### src/rtl/clk_ration_pkg.sv
package clk_ration_pkg;
  parameter int unsigned WIDTH_BITS = 5;
  parameter int unsigned DATA_W     = 8;
  parameter int unsigned FLAG_BIT   = 7;

  typedef enum logic [1:0] {
    MODE_NORMAL = 2'd0,
    MODE_BURST  = 2'd1,
    MODE_DOZE   = 2'd2
  } ration_mode_e;
endpackage

### src/rtl/ration_ctrl_reg.sv
module ration_ctrl_reg
  import clk_ration_pkg::*;
#(
  parameter int unsigned WB = WIDTH_BITS,
  parameter int unsigned DW = DATA_W,
  parameter int unsigned FB = FLAG_BIT
) (
  input  logic          clk_i,
  input  logic          rst_ni,
  input  logic          wr_en_i,
  input  logic [DW-1:0] wr_data_i,
  input  logic          wake_i,
  output logic          flag_o,
  output logic [WB-1:0] width_o,
  output logic [DW-1:0] rd_data_o
);
  localparam logic [WB-1:0] WIDTH_RST = {WB{1'b1}};

  logic          flag_q, flag_d;
  logic [WB-1:0] width_q, width_d;

  always_comb begin
    flag_d  = flag_q;
    width_d = width_q;
    if (wr_en_i) begin
      flag_d  = wr_data_i[FB];
      width_d = wr_data_i[WB-1:0];
    end
    if (wake_i) flag_d = 1'b0;
  end

  always_ff @(posedge clk_i or negedge rst_ni) begin
    if (!rst_ni) begin
      flag_q  <= 1'b0;
      width_q <= WIDTH_RST;
    end else begin
      flag_q  <= flag_d;
      width_q <= width_d;
    end
  end

  genvar gi;
  generate
    for (gi = 0; gi < DW; gi++) begin : g_rd
      if (gi == FB) begin : g_flag
        assign rd_data_o[gi] = flag_q;
      end else if (gi < WB) begin : g_width
        assign rd_data_o[gi] = width_q[gi];
      end else begin : g_zero
        assign rd_data_o[gi] = 1'b0;
      end
    end
  endgenerate

  assign flag_o  = flag_q;
  assign width_o = width_q;

  p_wake_clears_r7: assert property (@(posedge clk_i) disable iff (!rst_ni)
    wake_i |=> !flag_q);
  p_width_hold_r3: assert property (@(posedge clk_i) disable iff (!rst_ni)
    !wr_en_i |=> $stable(width_q));
  p_flag_hold_r3: assert property (@(posedge clk_i) disable iff (!rst_ni)
    (!wr_en_i && !wake_i) |=> $stable(flag_q));
endmodule

### src/rtl/ration_slot_counter.sv
module ration_slot_counter
  import clk_ration_pkg::*;
#(
  parameter int unsigned WB = WIDTH_BITS
) (
  input  logic          clk_i,
  input  logic          rst_ni,
  input  logic          run_i,
  output logic [WB-1:0] slot_o
);
  localparam int unsigned   FRAME    = (1 << WB) - 1;
  localparam logic [WB-1:0] LAST     = WB'(FRAME - 1);

  logic [WB-1:0] slot_q, slot_d;
  logic          slot_ce;

  assign slot_ce = run_i || (slot_q != '0);

  always_comb begin
    if (!run_i)              slot_d = '0;
    else if (slot_q == LAST) slot_d = '0;
    else                     slot_d = slot_q + 1'b1;
  end

  always_ff @(posedge clk_i or negedge rst_ni) begin
    if (!rst_ni)      slot_q <= '0;
    else if (slot_ce) slot_q <= slot_d;
  end

  assign slot_o = slot_q;

  p_slot_range_r4: assert property (@(posedge clk_i) disable iff (!rst_ni)
    slot_q <= LAST);
  p_slot_wrap_r4: assert property (@(posedge clk_i) disable iff (!rst_ni)
    (run_i && slot_q == LAST) |=> slot_q == '0);
  p_slot_idle_r4: assert property (@(posedge clk_i) disable iff (!rst_ni)
    !run_i |=> slot_q == '0);
endmodule

### src/rtl/ration_gate.sv
module ration_gate
  import clk_ration_pkg::*;
#(
  parameter int unsigned WB = WIDTH_BITS
) (
  input  logic          clk_i,
  input  logic          rst_ni,
  input  logic          flag_i,
  input  logic [WB-1:0] width_i,
  input  logic [WB-1:0] slot_i,
  input  logic          wake_i,
  output logic          clk_en_o,
  output logic [1:0]    mode_o
);
  ration_mode_e mode;

  always_comb begin
    if (!flag_i)              mode = MODE_NORMAL;
    else if (width_i == '0)   mode = MODE_DOZE;
    else                      mode = MODE_BURST;
  end

  assign clk_en_o = !flag_i || wake_i || (slot_i < width_i);
  assign mode_o   = mode;

  p_normal_runs_r2: assert property (@(posedge clk_i) disable iff (!rst_ni)
    !flag_i |-> clk_en_o);
  p_doze_stops_r6: assert property (@(posedge clk_i) disable iff (!rst_ni)
    (flag_i && width_i == '0 && !wake_i) |-> !clk_en_o);
  p_wake_runs_r7: assert property (@(posedge clk_i) disable iff (!rst_ni)
    wake_i |-> clk_en_o);
  p_mode_legal_r9: assert property (@(posedge clk_i) disable iff (!rst_ni)
    mode_o != 2'd3);
endmodule

### src/rtl/clk_ration_ctrl.sv
module clk_ration_ctrl
  import clk_ration_pkg::*;
(
  input  logic              clk_i,
  input  logic              rst_ni,
  input  logic              wr_en_i,
  input  logic [DATA_W-1:0] wr_data_i,
  input  logic              wake_i,
  output logic [DATA_W-1:0] rd_data_o,
  output logic              cpu_clk_en_o,
  output logic [1:0]        mode_o
);
  logic                  flag;
  logic [WIDTH_BITS-1:0] width;
  logic [WIDTH_BITS-1:0] slot;

  ration_ctrl_reg #(.WB(WIDTH_BITS), .DW(DATA_W), .FB(FLAG_BIT)) u_reg (
    .clk_i     (clk_i),
    .rst_ni    (rst_ni),
    .wr_en_i   (wr_en_i),
    .wr_data_i (wr_data_i),
    .wake_i    (wake_i),
    .flag_o    (flag),
    .width_o   (width),
    .rd_data_o (rd_data_o)
  );

  ration_slot_counter #(.WB(WIDTH_BITS)) u_slot (
    .clk_i  (clk_i),
    .rst_ni (rst_ni),
    .run_i  (flag),
    .slot_o (slot)
  );

  ration_gate #(.WB(WIDTH_BITS)) u_gate (
    .clk_i    (clk_i),
    .rst_ni   (rst_ni),
    .flag_i   (flag),
    .width_i  (width),
    .slot_i   (slot),
    .wake_i   (wake_i),
    .clk_en_o (cpu_clk_en_o),
    .mode_o   (mode_o)
  );
endmodule

### config.mk
export PLATFORM = sky130hd
export DESIGN_NAME = clk_ration_ctrl
export DESIGN_NICKNAME = d
export VERILOG_FILES = /design/src/rtl/clk_ration_pkg.sv /design/src/rtl/ration_ctrl_reg.sv /design/src/rtl/ration_slot_counter.sv /design/src/rtl/ration_gate.sv /design/src/rtl/clk_ration_ctrl.sv
export SDC_FILE = /design/constraint.sdc
export NUM_CORES = 1
export LEC_CHECK = 0
export BUFFER_PORTS_ARGS = -buffer_cell sky130_fd_sc_hd__buf_2
export CELL_PAD_IN_SITES_DETAIL_PLACEMENT = 0
export CELL_PAD_IN_SITES_GLOBAL_PLACEMENT = 1
export CORE_MARGIN = 4
export CORE_UTILIZATION = 37
export CTS_CLUSTER_DIAMETER = 50
export DETAILED_ROUTE_END_ITERATION = 10
export PLACE_DENSITY_LB_ADDON = 0.1
export SLEW_MARGIN = 10
export SYNTH_ARGS = -nofsm -noshare
export SYNTH_HDL_FRONTEND = slang
export SYNTH_SLANG_ARGS = --single-unit
export TNS_END_PERCENT = 20
### constraint.sdc
create_clock -name clk_i -period 4.4 [get_ports clk_i]
set_clock_uncertainty 0.2 [all_clocks]
set_input_delay 0 -clock clk_i [delete_from_list [all_inputs] [get_ports clk_i]]
set_output_delay 0 -clock clk_i [all_outputs]
set_load 0.005 [all_outputs]
# After elaboration in Yosys (flattened, before gate mapping)
# Index checks and enable logic that the tools add are counted.
# word_totals
register_bits,11
in_bits,12
out_inout_bits,11
elab_cells,19
# op_classes
add_sub_neg,1
magnitude_cmp,1
eq_ne,1
muxes,6
reduce_logical,7
# ops
operator,n
5-bit 2-to-1 mux,2
"5-bit by 1-bit adder with 5-bit output, second input constant",1
"5-bit == test, second input constant",1
5-bit logical NOT,1
5-bit less-than comparator,1
5-bit nonzero test,1
2-bit 2-to-1 mux,2
1-bit logical OR,3
1-bit 2-to-1 mux,2
2-bit nonzero test,1
1-bit logical NOT,1

# Longest topological paths before layout
# depth
depth_word,3
ltp_mapped,5
ltp_nobuf,5

# Cells and area by module
# A second synthesis with hierarchy kept.
# hier_totals
hier_cells,73
hier_area_um2,742.0
# modules_own_cells
module,n_inst,cells_each,area_per_inst_um2,seq_area_each_um2
ration_ctrl_reg,1,23,320.3,156.4
ration_slot_counter,1,27,281.5,125.1
ration_gate,1,23,140.1,0.0

# Least setup slack after synthesis
# Ideal clock, no wire load.
# synth_path
path_kind,register to output
from,register u_reg.width_q[4] (netlist: u_reg.width_o[4])
to,output port cpu_clk_en_o
arrival_ns,1.333
required_time_ns,4.200
slack_ns,2.867
path_stages_with_launch,6
n_path_buf,0
cell_sequence,dfstp_2 -> inv_1 -> ha_1 -> a211oi_1 -> nand2_1 -> o221ai_1
# synth_via
elab_chain_cells,2
# synth_lines
element,line_no,rtl
from (decl),ration_ctrl_reg.sv:20,"logic [WB-1:0] width_q, width_d;"
from (signal assigned),ration_ctrl_reg.sv:38,width_q <= width_d;
5-bit less-than comparator,ration_gate.sv:23,assign clk_en_o = !flag_i || wake_i || (slot_i < width_i);
1-bit logical OR,ration_gate.sv:23,
to (decl),clk_ration_ctrl.sv:10,"output logic cpu_clk_en_o,"
# Every way passes these cells.

# Worst setup path in the final report
# Ends and elaborated chain as after synthesis.

==> run metrics <==
core area around 0.0016 mm^2; peak supply drop 0.1541 mV; synth-to-layout area growth 45.72%; Starting Density 40.79%; placed insts 100; vias in the first global route between 500 and 600; met3 GRT Util 3.614%; critical path's slowest cell dfstp_2; via/cell ratio 5.033; worst-skew pair later-pin latency ~0.27 ns; Post-Syn Instances 69; GR peak layer met2; CTS Sinks 11; flip-flop and latch count after synthesis 11; Final Util about three fifths; HPWL after detailed placement 1051 um; Seq pwr share 46.6%; pwr dens a little over 300 mW/mm^2; max-slew violations 0; CP cell instances inv_1 > ha_1 > a211oi_1 > nand2_1 > o221ai_1 > buf_2; CTS buffer count 3; global-route wire length before repair around 2600 um; Resized Gates After CTS 0; register area share after synthesis 43.77%; Post-synth EDFFs 0; Critical Path RT 4.20 ns; Root Driver clkbuf_4; clk slew on worst S/H paths around 0.08 ns; Die ar. 0.002469 mm^2; Clk pwr share around a quarter; number of remaining DRC errors 0; Syn Area/Cell approximately 9.3 um^2; via count between 600 and 700; wire per inst 12.80 um; MaxCap Viol Count 0; library cells used by synthesis 23; yosys warns 0; Top delay family on crit path flip-flops; largest net degree at the start of global routing 11; CP Capture Type output pin; detailed router's first-iteration violation count 8; met2 usage in global routing between 20% and 30%; period utilization between 40% and 50%; Pre-antenna DRT Iters 4; io pins 23; Post-DRT Antenna Nets 0; Int Power 0.1935 mW; Inserted Diodes 0; LEAKAGE around 0.46 nW; die width roughly 50 um; Sum Neg Setup Slack 0 ns; # setup viols final 0; power consumption about 0.29 mW; Comb power frac 27.4%; Die Y 49.69 um; htree depth 1; total congestion overflow 0; fin nets 126; Crit Path Class flip-flop to output pin; slowest stage delay, CP 0.54 ns; initial antenna violation count 0; Cell Count, Final, Fillers Out approximately 120; WL final 1561 um; min cycle time layout just under 2 ns; Hold Fails Final Rpt 0; overall routing resource usage between 10% and 20%; Buf+Inv Stages, Crit Path 2; Seq. cell area ~280 um^2; CTS tree built; filler instances between 100 and 150; Worst Setup Start Kind flip-flop; Net Sw Power approximately 0.093 mW; port bufs 18; Switching Fraction 32.38%; Worst Path Arrival ~1.8 ns; Top FF cell, synth dfrtp_1; RSZ-0062 raised after global routing no; RePlAce Congestion 0.7318; Std-Cell Rows 14; Post-CTS Setup Inserts 0; met1 usage between 10% and 20%; fmax about 0.51 GHz; Hold Crit Class input pin to asynchronous set/reset pin; layout cell share with drive strength beyond 1 between 20% and 30%; worst-path fanout max 3; worst-case clock buffer depth 2; asr flop ratio synth 100.0%; mapped cell area 643.1 um^2; Multi-input gate area about 320 um^2; hold_buf cts 18; status finished clean
[stage by stage]
stage | setup WS [ns] | hold WS (ns) | cell area, um^2
floorplan | 2.867 | -0.4956 | 646.9
global placement | 2.725 | -0.3172 | 730.7
detailed placement | 2.728 | -0.3152 | 730.7
CTS | 2.415 | 0.06607 | 937.1
global route | 2.282 | 0.1108 | 937.1
finish | 2.422 | 0.06813 | 937.1
[layer usage]
layer,part of all wire [%],up-vias
met3,4.7,5
met2,46,19
met5,0,-
met1,47,290
li1,-,300
met4,2.6,0
[worst paths after layout]
kind / start / endpoint / slack (ns) / cells past startpoint
max: u_reg.width_o[4] / cpu_clk_en_o / 2.42 / 6
min: rst_ni / u_reg.width_o[1] / 0.07 / 2
max reg2reg: u_reg.width_o[4] / u_reg.width_o[4] / 2.80 / 3
min reg2reg: u_slot.slot_o[0] / u_slot.slot_o[0] / 0.36 / 1
max in group asynchronous: rst_ni / u_slot.slot_o[3] / 3.19 / 3
min in group clk_i: wr_data_i[7] / u_reg.flag_o / 0.31 / 4
[layout make-up]
cell class / count / area share (%)
inverters: 6 / 2.403
flip-flops and latches: 11 / 30.04
clock buffers: 4 / 2.804
repair buffers: 36 / 28.84
multi-input cells: 49 / 33.78
well taps: 16 / 2.136
[sequential cells by signal (all words and copies together), names as in the netlist]
register	count
u_reg.flag_o	1
u_reg.width_o	5
u_slot.slot_o	5
[power groups by stage]
stage               combinational, mW  sequential (mW)  clock (mW)
CTS                            0.0781            0.134      0.0743
floorplan                      0.0449            0.131           0
global placement               0.0603            0.135           0
finish                         0.0783            0.133      0.0744
global route                   0.0913            0.136      0.0815
detailed placement             0.0631            0.136           0
[synthesized netlist by cell type (2+ instances only)]
cell type | instances | area, um^2
nor2b_1 | 2 | 12.51
dfrtp_1 | 6 | 150.1
nand3_1 | 4 | 20.02
xor2_1 | 2 | 17.52
inv_1 | 6 | 22.52
dfstp_2 | 5 | 131.4
nand2_1 | 8 | 30.03
nand4_1 | 2 | 12.51
buf_4 | 3 | 22.52
o21ai_0 | 6 | 30.03
nor2_1 | 7 | 26.28
ha_1 | 7 | 87.58
[cell usage in the layout (no fill, tap or decap), drive strengths merged, types with 4 or more instances in the layout]
cell         count
dfstp            5
buf             18
nand2            8
dlygate4sd3     18
o21ai            6
nand3            4
clkbuf           4
nor2             7
inv              6
ha               7
dfrtp            6
[cells by family (layout without fill, tap and decap cells)]
logic type / after synthesis / after routing / share of synthesized area (%)
buffers and inverters: 10 / 46 / 7.586
AO/OA/AOI/OAI: 10 / 10 / 9.145
multiplexers: 2 / 2 / 3.307
flip-flops: 11 / 11 / 43.77
adder cells (fa/ha/maj): 7 / 7 / 13.62
XOR/XNOR: 3 / 3 / 4.086
AND/OR/NAND/NOR: 25 / 25 / 17.90
other: 1 / 2 / 0.5831
(Power assumes the default switching activity.)
